File: config.mk
export PLATFORM = sky130hd
export DESIGN_NAME = host_ucode_port
export DESIGN_NICKNAME = d
export VERILOG_FILES = /design/src/rtl/host_ucode_port.sv
export SDC_FILE = /design/constraint.sdc
export NUM_CORES = 1
export LEC_CHECK = 0
export ABC_AREA = 1
export BUFFER_PORTS_ARGS = -buffer_cell sky130_fd_sc_hd__buf_2
export CAP_MARGIN = 20
export CORE_MARGIN = 8
export CORE_UTILIZATION = 45
export CTS_CLUSTER_DIAMETER = 60
export DETAILED_ROUTE_END_ITERATION = 10
export MAX_ROUTING_LAYER = met4
export SYNTH_ARGS = -nofsm -noshare
export SYNTH_HDL_FRONTEND = slang
export SYNTH_SLANG_ARGS = --single-unit
export TNS_END_PERCENT = 100
File: constraint.sdc
create_clock -name clk -period 5 [get_ports clk]
set_input_delay 1 -clock clk [delete_from_list [all_inputs] [get_ports clk]]
set_output_delay 1 -clock clk [all_outputs]
set_load 0.01 [all_outputs]
File: src/rtl/host_ucode_port.sv
module host_ucode_port #(
  parameter int REGS       = 16,
  parameter int FIFO_DEPTH = 8,
  parameter int UC_DEPTH   = 64,
  parameter int WR_CYCLES  = 4,
  parameter logic [7:0] UC_IDX  = 8'h7E,
  parameter logic [7:0] REL_IDX = 8'h7F,
  parameter logic [7:0] IEN_IDX = 8'hC1
) (
  input  logic                        clk,
  input  logic                        rst_n,
  input  logic                        host_cs,
  input  logic                        host_we,
  input  logic [1:0]                  host_addr,
  input  logic [7:0]                  host_wdata,
  output logic [7:0]                  host_rdata,
  output logic                        host_irq,
  input  logic                        slice_push,
  input  logic [7:0]                  slice_data,
  output logic                        cpu_hold,
  input  logic [$clog2(UC_DEPTH)-1:0] cpu_fetch_addr,
  output logic [7:0]                  cpu_fetch_data
);
  localparam int RAW = $clog2(REGS);
  localparam int FAW = $clog2(FIFO_DEPTH);
  localparam int UAW = $clog2(UC_DEPTH);
  localparam int CW  = $clog2(WR_CYCLES + 1);
  localparam logic [7:0] REGS8 = 8'(REGS);

  logic [7:0]     idx;
  logic [7:0]     ien;
  logic [2:0]     stat;
  logic [CW-1:0]  cnt;
  logic [UAW-1:0] ptr;
  logic [7:0]     regs   [REGS];
  logic [7:0]     uc_ram [UC_DEPTH];
  logic [7:0]     fmem   [FIFO_DEPTH];
  logic [FAW-1:0] rp, wp;
  logic [FAW:0]   fcnt;

  wire wr     = host_cs & host_we;
  wire rd     = host_cs & ~host_we;
  wire wr_idx = wr && host_addr == 2'd0;
  wire wr_dat = wr && host_addr == 2'd1;
  wire wr_st  = wr && host_addr == 2'd3;
  wire busy   = cnt != '0;
  wire dat_go = wr_dat & ~busy;
  wire empty  = fcnt == '0;
  wire full   = fcnt == (FAW+1)'(FIFO_DEPTH);
  wire pop_rq = rd && host_addr == 2'd2;
  wire pop    = pop_rq & ~empty;
  wire push   = slice_push & ~full;
  wire in_rf  = idx < REGS8;

  assign host_irq       = |(stat & ien[2:0]);
  assign cpu_fetch_data = uc_ram[cpu_fetch_addr];

  always_comb begin
    host_rdata = 8'h00;
    case (host_addr)
      2'd0: host_rdata = idx;
      2'd1: if (idx == IEN_IDX) host_rdata = ien;
            else if (in_rf)     host_rdata = regs[idx[RAW-1:0]];
      2'd2: if (!empty)         host_rdata = fmem[rp];
      default: host_rdata = {5'b0, stat};
    endcase
  end

  always_ff @(posedge clk or negedge rst_n) begin
    if (!rst_n) begin
      idx      <= '0;
      ien      <= '0;
      stat     <= '0;
      cnt      <= '0;
      ptr      <= '0;
      cpu_hold <= 1'b1;
      for (int i = 0; i < REGS; i++) regs[i] <= '0;
    end else begin
      if (wr_idx) begin
        idx <= host_wdata;
        if (host_wdata == UC_IDX) ptr <= '0;
      end
      if (dat_go) begin
        cnt <= CW'(WR_CYCLES);
        if (idx == IEN_IDX) ien <= host_wdata;
        if (in_rf) regs[idx[RAW-1:0]] <= host_wdata;
        if (idx == UC_IDX) begin
          ptr      <= ptr + UAW'(1);
          cpu_hold <= 1'b1;
        end
        if (idx == REL_IDX) cpu_hold <= 1'b0;
      end else if (busy) begin
        cnt <= cnt - CW'(1);
      end

      if (dat_go)                          stat[0] <= 1'b0;
      else if (cnt == CW'(1))              stat[0] <= 1'b1;
      else if (wr_st && host_wdata[0])     stat[0] <= 1'b0;

      if (wr_dat && busy)                  stat[1] <= 1'b1;
      else if (wr_st && host_wdata[1])     stat[1] <= 1'b0;

      if (pop_rq && empty)                 stat[2] <= 1'b1;
      else if (wr_st && host_wdata[2])     stat[2] <= 1'b0;
    end
  end

  always_ff @(posedge clk) begin
    if (dat_go && idx == UC_IDX) uc_ram[ptr] <= host_wdata;
    if (push) fmem[wp] <= slice_data;
  end

  always_ff @(posedge clk or negedge rst_n) begin
    if (!rst_n) begin
      rp   <= '0;
      wp   <= '0;
      fcnt <= '0;
    end else begin
      if (push) wp <= (wp == FAW'(FIFO_DEPTH-1)) ? '0 : wp + FAW'(1);
      if (pop)  rp <= (rp == FAW'(FIFO_DEPTH-1)) ? '0 : rp + FAW'(1);
      if (push && !pop)      fcnt <= fcnt + (FAW+1)'(1);
      else if (pop && !push) fcnt <= fcnt - (FAW+1)'(1);
    end
  end
endmodule

# Word level (Yosys, flattened, before mapping)
# Memories as Yosys holds them, arrays and structs flattened.
# Index checks and enable logic that the tools add are counted.
# op_classes
n_addsub,6
magnitude_cmp,3
eq_ne,11
mux,33
bitwise,11
n_reduce_logical,28
# ops
op,count
bitwise mux 128 bit,1
two-way mux 8 bit,6
binary-select mux 8 bit (select 4 bit),1
demux 8 bit (select 4 bit),1
== test 8 x 7 -> 1 bit (second input constant),3
two-way mux 6 bit,4
case mux 8 bit (3 select lines),1
logical AND 1 bit,13
two-way mux 1 bit,13
two-way mux 3 bit,4
nonzero test 2 bit,5
== test 8 bit (second input constant),1
less-than comparator 8 x 5 -> 1 bit (second input constant),1
two-way mux 4 bit,2
adder 3 x 1 -> 3 bit (second input constant),2
adder 6 x 1 -> 6 bit (second input constant),1
== test 3 bit (second input constant),2
AND reduction 2 bit,3
nonzero test 3 bit,2
AND 1 bit,5
>= comparator 5 bit (second input constant),1
less-than comparator 5 x 1 -> 1 bit (second input constant),1
NOT 4 -> 5 bit,1
adder 4 x 1 -> 4 bit (second input constant),1
other kinds (12),17
# totals
regBits,167
mem_bits_rw,576
out_inout_bits,18
wordCells,121
memories,2
# mem_list
memory,depth,width,rd,rd_ports_with_merged_regs,write_ports,line_no,source
uc_ram,64,8,1,0,1,36,logic [7:0] uc_ram [UC_DEPTH];
fmem,8,8,1,0,1,37,logic [7:0] fmem [FIFO_DEPTH];

# Depth between registers and ports, before layout
# depth
ltp_word,7
depth_mapped,14
depth_no_buf,14

# Worst setup path after synthesis
# OpenSTA, ideal clock, no wires.
# synth_path
path_type,input port to output port
startpoint,input cpu_fetch_addr[0]
endpoint,output cpu_fetch_data[0]
arrival_ns,2.228
required_ns,4.000
path_slack_ns,1.772
cell_stages,12
n_path_buf,3
path_cell_list,buf_2 inv_2 buf_2 clkbuf_1 nand2_1 nand3_1 nand3_1 nand2_1 nand2_1 nand3_1 nand3_1 nand2_1
# synth_between
elab_chain_len,1
# synth_rtl
item,line_no,source
start: declaration,21,"input logic [$clog2(UC_DEPTH)-1:0] cpu_fetch_addr,"
memory read (64 x 8 bit),--,
end: declaration,22,output logic [7:0] cpu_fetch_data
# No other way between the ends.

# Worst setup path after layout
# layout_path
startpoint,register idx[0]
endpoint,output host_rdata[5]
# layout_between
elab_chain_len,7
word_cells_on_any_way,9
# layout_rtl
item,line_no,source
start: declaration,30,logic [7:0] idx;
start signal: assignment,80,idx <= host_wdata;
NOT 4 -> 5 bit (not written as such),63,else if (in_rf) host_rdata = regs[idx[RAW-1:0]];
binary-select mux 8 bit (select 4 bit),63,
two-way mux 8 bit (not written as such) (2 in a row),63,
two-way mux 8 bit,63,
two-way mux 8 bit *,62,2'd1: if (idx == IEN_IDX) host_rdata = ien;
case mux 8 bit (3 select lines) *,60,case (host_addr)
end: declaration,16,"output logic [7:0] host_rdata,"
# Every way passes the cells marked *; elsewhere a longest branch is shown, timed or not. The select of a mux whose other input is x is not followed.

==> flow_summary.ini <==
[outcome]
status = complete, no violations

[die]
die_h_um = 279
ioPinCount = 47
start_util = 0.455
die_w_um = 279
rows = 96
core_region_area_sq_mm = 0.0686
dieArea_sq_mm = 0.0780

[route]
final_antenna_net_count = 0
via_count = 21700
finalWirelength_um = 80900
drt_iter0_markers = 2299
vias_per_cell = 5.52
wl_per_cell_um = 20.6
drc = 0
first_pass_iters = 6

[clock_tree]
clkSinkCount = 743
clk_path_buf_depth = 3
cts_inserted_buffers = 79
htreeDepth = 3
cts_tree = yes
clock_latency_ps = 620
path_clk_slew_ps = 60
cts_root_buf = clkbuf_16
cts_setup_buffers = 0
holdBufCountCts = 0
postCtsResizedCells = 0

[pwr]
sw_frac_of_total = 0.255
powerDensity_mw_per_mm2 = 403
p_leak_nw = 13.2
p_clk_frac = 0.392
p_sw_w = 0.00356
power_frac_comb = 0.109
vdd_drop_max_mv = 0.322
p_int_w = 0.0104
seqPwrFrac = 0.499

[cells_and_area]
final.fill_count = 6082
final_layout_size_suffix_gt1_frac = 0.0726
final-seq-area_sq_mm = 0.0215
syn_to_final_growth_pct = 11.2
num-nets-final = 2985
multiInputGateArea_sq_mm = 0.00862

[synth]
synthFlopType = edfxtp_1
yosysUniqueCellTypes = 35
synth_async_sr_flop_share = 0.225
synth_nets = 2988
yosys.area.top_type_share = 0.554
synth_edf_count = 576
synth.area.top_cells = edfxtp_1 (55%), dfrtp_1 (13%), nand2_1 (10%), nand3_1 (5.0%), o21ai_0 (4.9%)
yosysWarnings = 0
synth_top_area_cell = edfxtp_1
synth_seq_cells = 743
synth_cells = 2947
yosysSeqAreaShare = 0.688
syn_area_per_cell_sq_um = 10.6
syn_area_sq_mm = 0.0312

[critical_path]
critPathRequiredTime_ps = 4000
cp_data_arrival_time_ps = 3360
path_class = reg -> out
critPathLaunchType = flip-flop
worst_path_most_repeated_cell = nand2_1
crit_cells = 11
cp_max_fo = 46
path_cells = inv_2 > nor2_1 > nand2_1 > nand4_1 > nand2_1 > nand2_1 > o21ai_0 > nand2_1 > nand2_1 > nand3_1 > buf_2
reg2reg_depth = 8
rrSetupSlack_ps = 1320
r2r_start = idx[0]
critPathBufInv = 2
critPathTopFamily = simple AND/OR/NAND/NOR gates
critPathSlowestCell = inv_2
worstReg2RegEnd = uc_ram[12][6]
end_kind = output pin
slowest_delay_ps = 690

[timing]
tightestPinTransition_ps = 1020
period_share = 0.873
tns_ps = 0
clock_skew_ps = 28.8
slew_violations = 0
max_slew_margin = 0.320
hold_viol = 0
period_needed_ps = 4360
holdWs_ps = 463
fmax_ghz = 0.229
finalSetupViolCount = 0
rsz0062_at_grt = false

[place]
gp_congestion = 0.853
post-dp-hpwl_um = 48400
portBuffers = 46

[global_routing]
grt_pass1_wl_um = 125000
grt_pass1_vias = 21100
grt_max_degree = 123
grt_use_total = 0.211
overflow = 0
antenna_found_initial = 2

[flow_run]
maxCapViolations = 0

[worst_hold_path]
hold_class = in -> async
-- worst register-to-register path, cell delays in order, from the launching register on --
cell     delay [ps]
dfrtp_2         400
buf_4           360
nor2_1          260
inv_1           110
nor2_1           90
nand2_1         130
nor2_1          300
nand3_1         690
nor2_1          960
-- worst max path at each step --
stage | startpoint | slack, ps | to
2_1_floorplan | cpu_fetch_addr[0] | 1770 | cpu_fetch_data[0]
3_3_place_gp | cpu_fetch_addr[0] | 790 | cpu_fetch_data[1]
3_5_place_dp | cpu_fetch_addr[0] | 750 | cpu_fetch_data[2]
4_1_cts | idx[0] | 620 | host_rdata[5]
5_1_grt | idx[0] | 430 | host_rdata[6]
6_report | idx[0] | 640 | host_rdata[5]
-- state kept, by name (all words and copies together) (netlist names) --
| name | count |
|---|---|
| regs | 128 |
| ien | 8 |
| rp | 3 |
| fcnt | 4 |
| ptr | 6 |
| stat | 3 |
| uc_ram | 512 |
| cnt | 3 |
| fmem | 64 |
| idx | 8 |
| wp | 3 |
| cpu_hold | 1 |
-- power groups by stage --
stage          clock, W  sequential, W  combinational [W]
6_report        0.00547        0.00698            0.00152
5_1_grt         0.00582        0.00700            0.00169
4_1_cts         0.00557        0.00698            0.00153
3_5_place_dp          0        0.00710            0.00152
3_3_place_gp          0        0.00709            0.00147
2_1_floorplan         0        0.00704           0.000980
-- routing by layer --
layer | vias up | routed length, um | track usage
li1 | 10200 | - | -
met1 | 10600 | 35000 | 0.286
met2 | 816 | 38400 | 0.334
met3 | 146 | 5340 | 0.0306
met4 | 0 | 2170 | 0.0575
met5 | - | 0 | -
-- logic make-up after synthesis --
| logic type | Yosys count | share of synthesized area |
|---|---|---|
| AO/OA/AOI/OAI | 468 | 0.0789 |
| buffers and inverters | 268 | 0.0358 |
| XOR/XNOR | 4 | 0.00112 |
| adder cells (fa/ha/maj) | 12 | 0.00505 |
| AND/OR/NAND/NOR | 1452 | 0.191 |
| flip-flops | 743 | 0.688 |
-- final cells by class --
cell class	instances	share of cell area
diodes	1	0.0000721
clock buffers	108	0.0628
clock inverters	33	0.00642
inverters	94	0.0103
multi-input cells	1936	0.248
flip-flops and latches	743	0.619
well taps	931	0.0336
repair buffers	90	0.0195
-- stage by stage --
| stage | cells | cell area, sq um | setup WS [ps] | power, W | utilization |
|---|---|---|---|---|---|
| final | 3936 | 34700 | 637 | 0.0140 | 0.506 |
| after global placement | 3794 | 32300 | 793 | 0.00856 | 0.471 |
| after global routing | 3936 | 34700 | 434 | 0.0145 | 0.506 |
| after floorplan | 2947 | 31200 | 1770 | 0.00802 | - |
| after detailed placement | 3794 | 32300 | 753 | 0.00862 | 0.471 |
| after CTS | 3935 | 34700 | 617 | 0.0141 | 0.506 |
-- cells in the mapped netlist (2+ instances only) --
library cell and instances:
dfrtp_1 166, edfxtp_1 576, a21oi_1 59, nor3_4 3, o21ai_1 35, o22ai_1 50, buf_2 56, buf_6 5
nand2_1 865, clkbuf_1 87, nand2_2 9, nand3_1 314, nor2_2 5, nor3_1 3, o221ai_1 10, inv_1 88
o211ai_1 6, ha_1 11, o21ai_0 306, inv_2 4, nor2_1 238, buf_1 25, xnor2_1 3, clkinv_1 2
nand4_1 11
-- cells in the final DEF, fill, tap and decap left out, types with 35 or more instances in the layout --
| master | synthesis | layout |
|---|---|---|
| a21oi_1 | 59 | 59 |
| buf_2 | 56 | 43 |
| buf_4 | 1 | 37 |
| clkbuf_16 | 0 | 82 |
| dfrtp_1 | 166 | 165 |
| edfxtp_1 | 576 | 576 |
| inv_1 | 88 | 87 |
| nand2_1 | 865 | 865 |
| nand3_1 | 314 | 314 |
| nor2_1 | 238 | 238 |
| o21ai_0 | 306 | 306 |
| o21ai_1 | 35 | 35 |
| o22ai_1 | 50 | 50 |
Note: power is estimated with default switching activity, not from simulation.
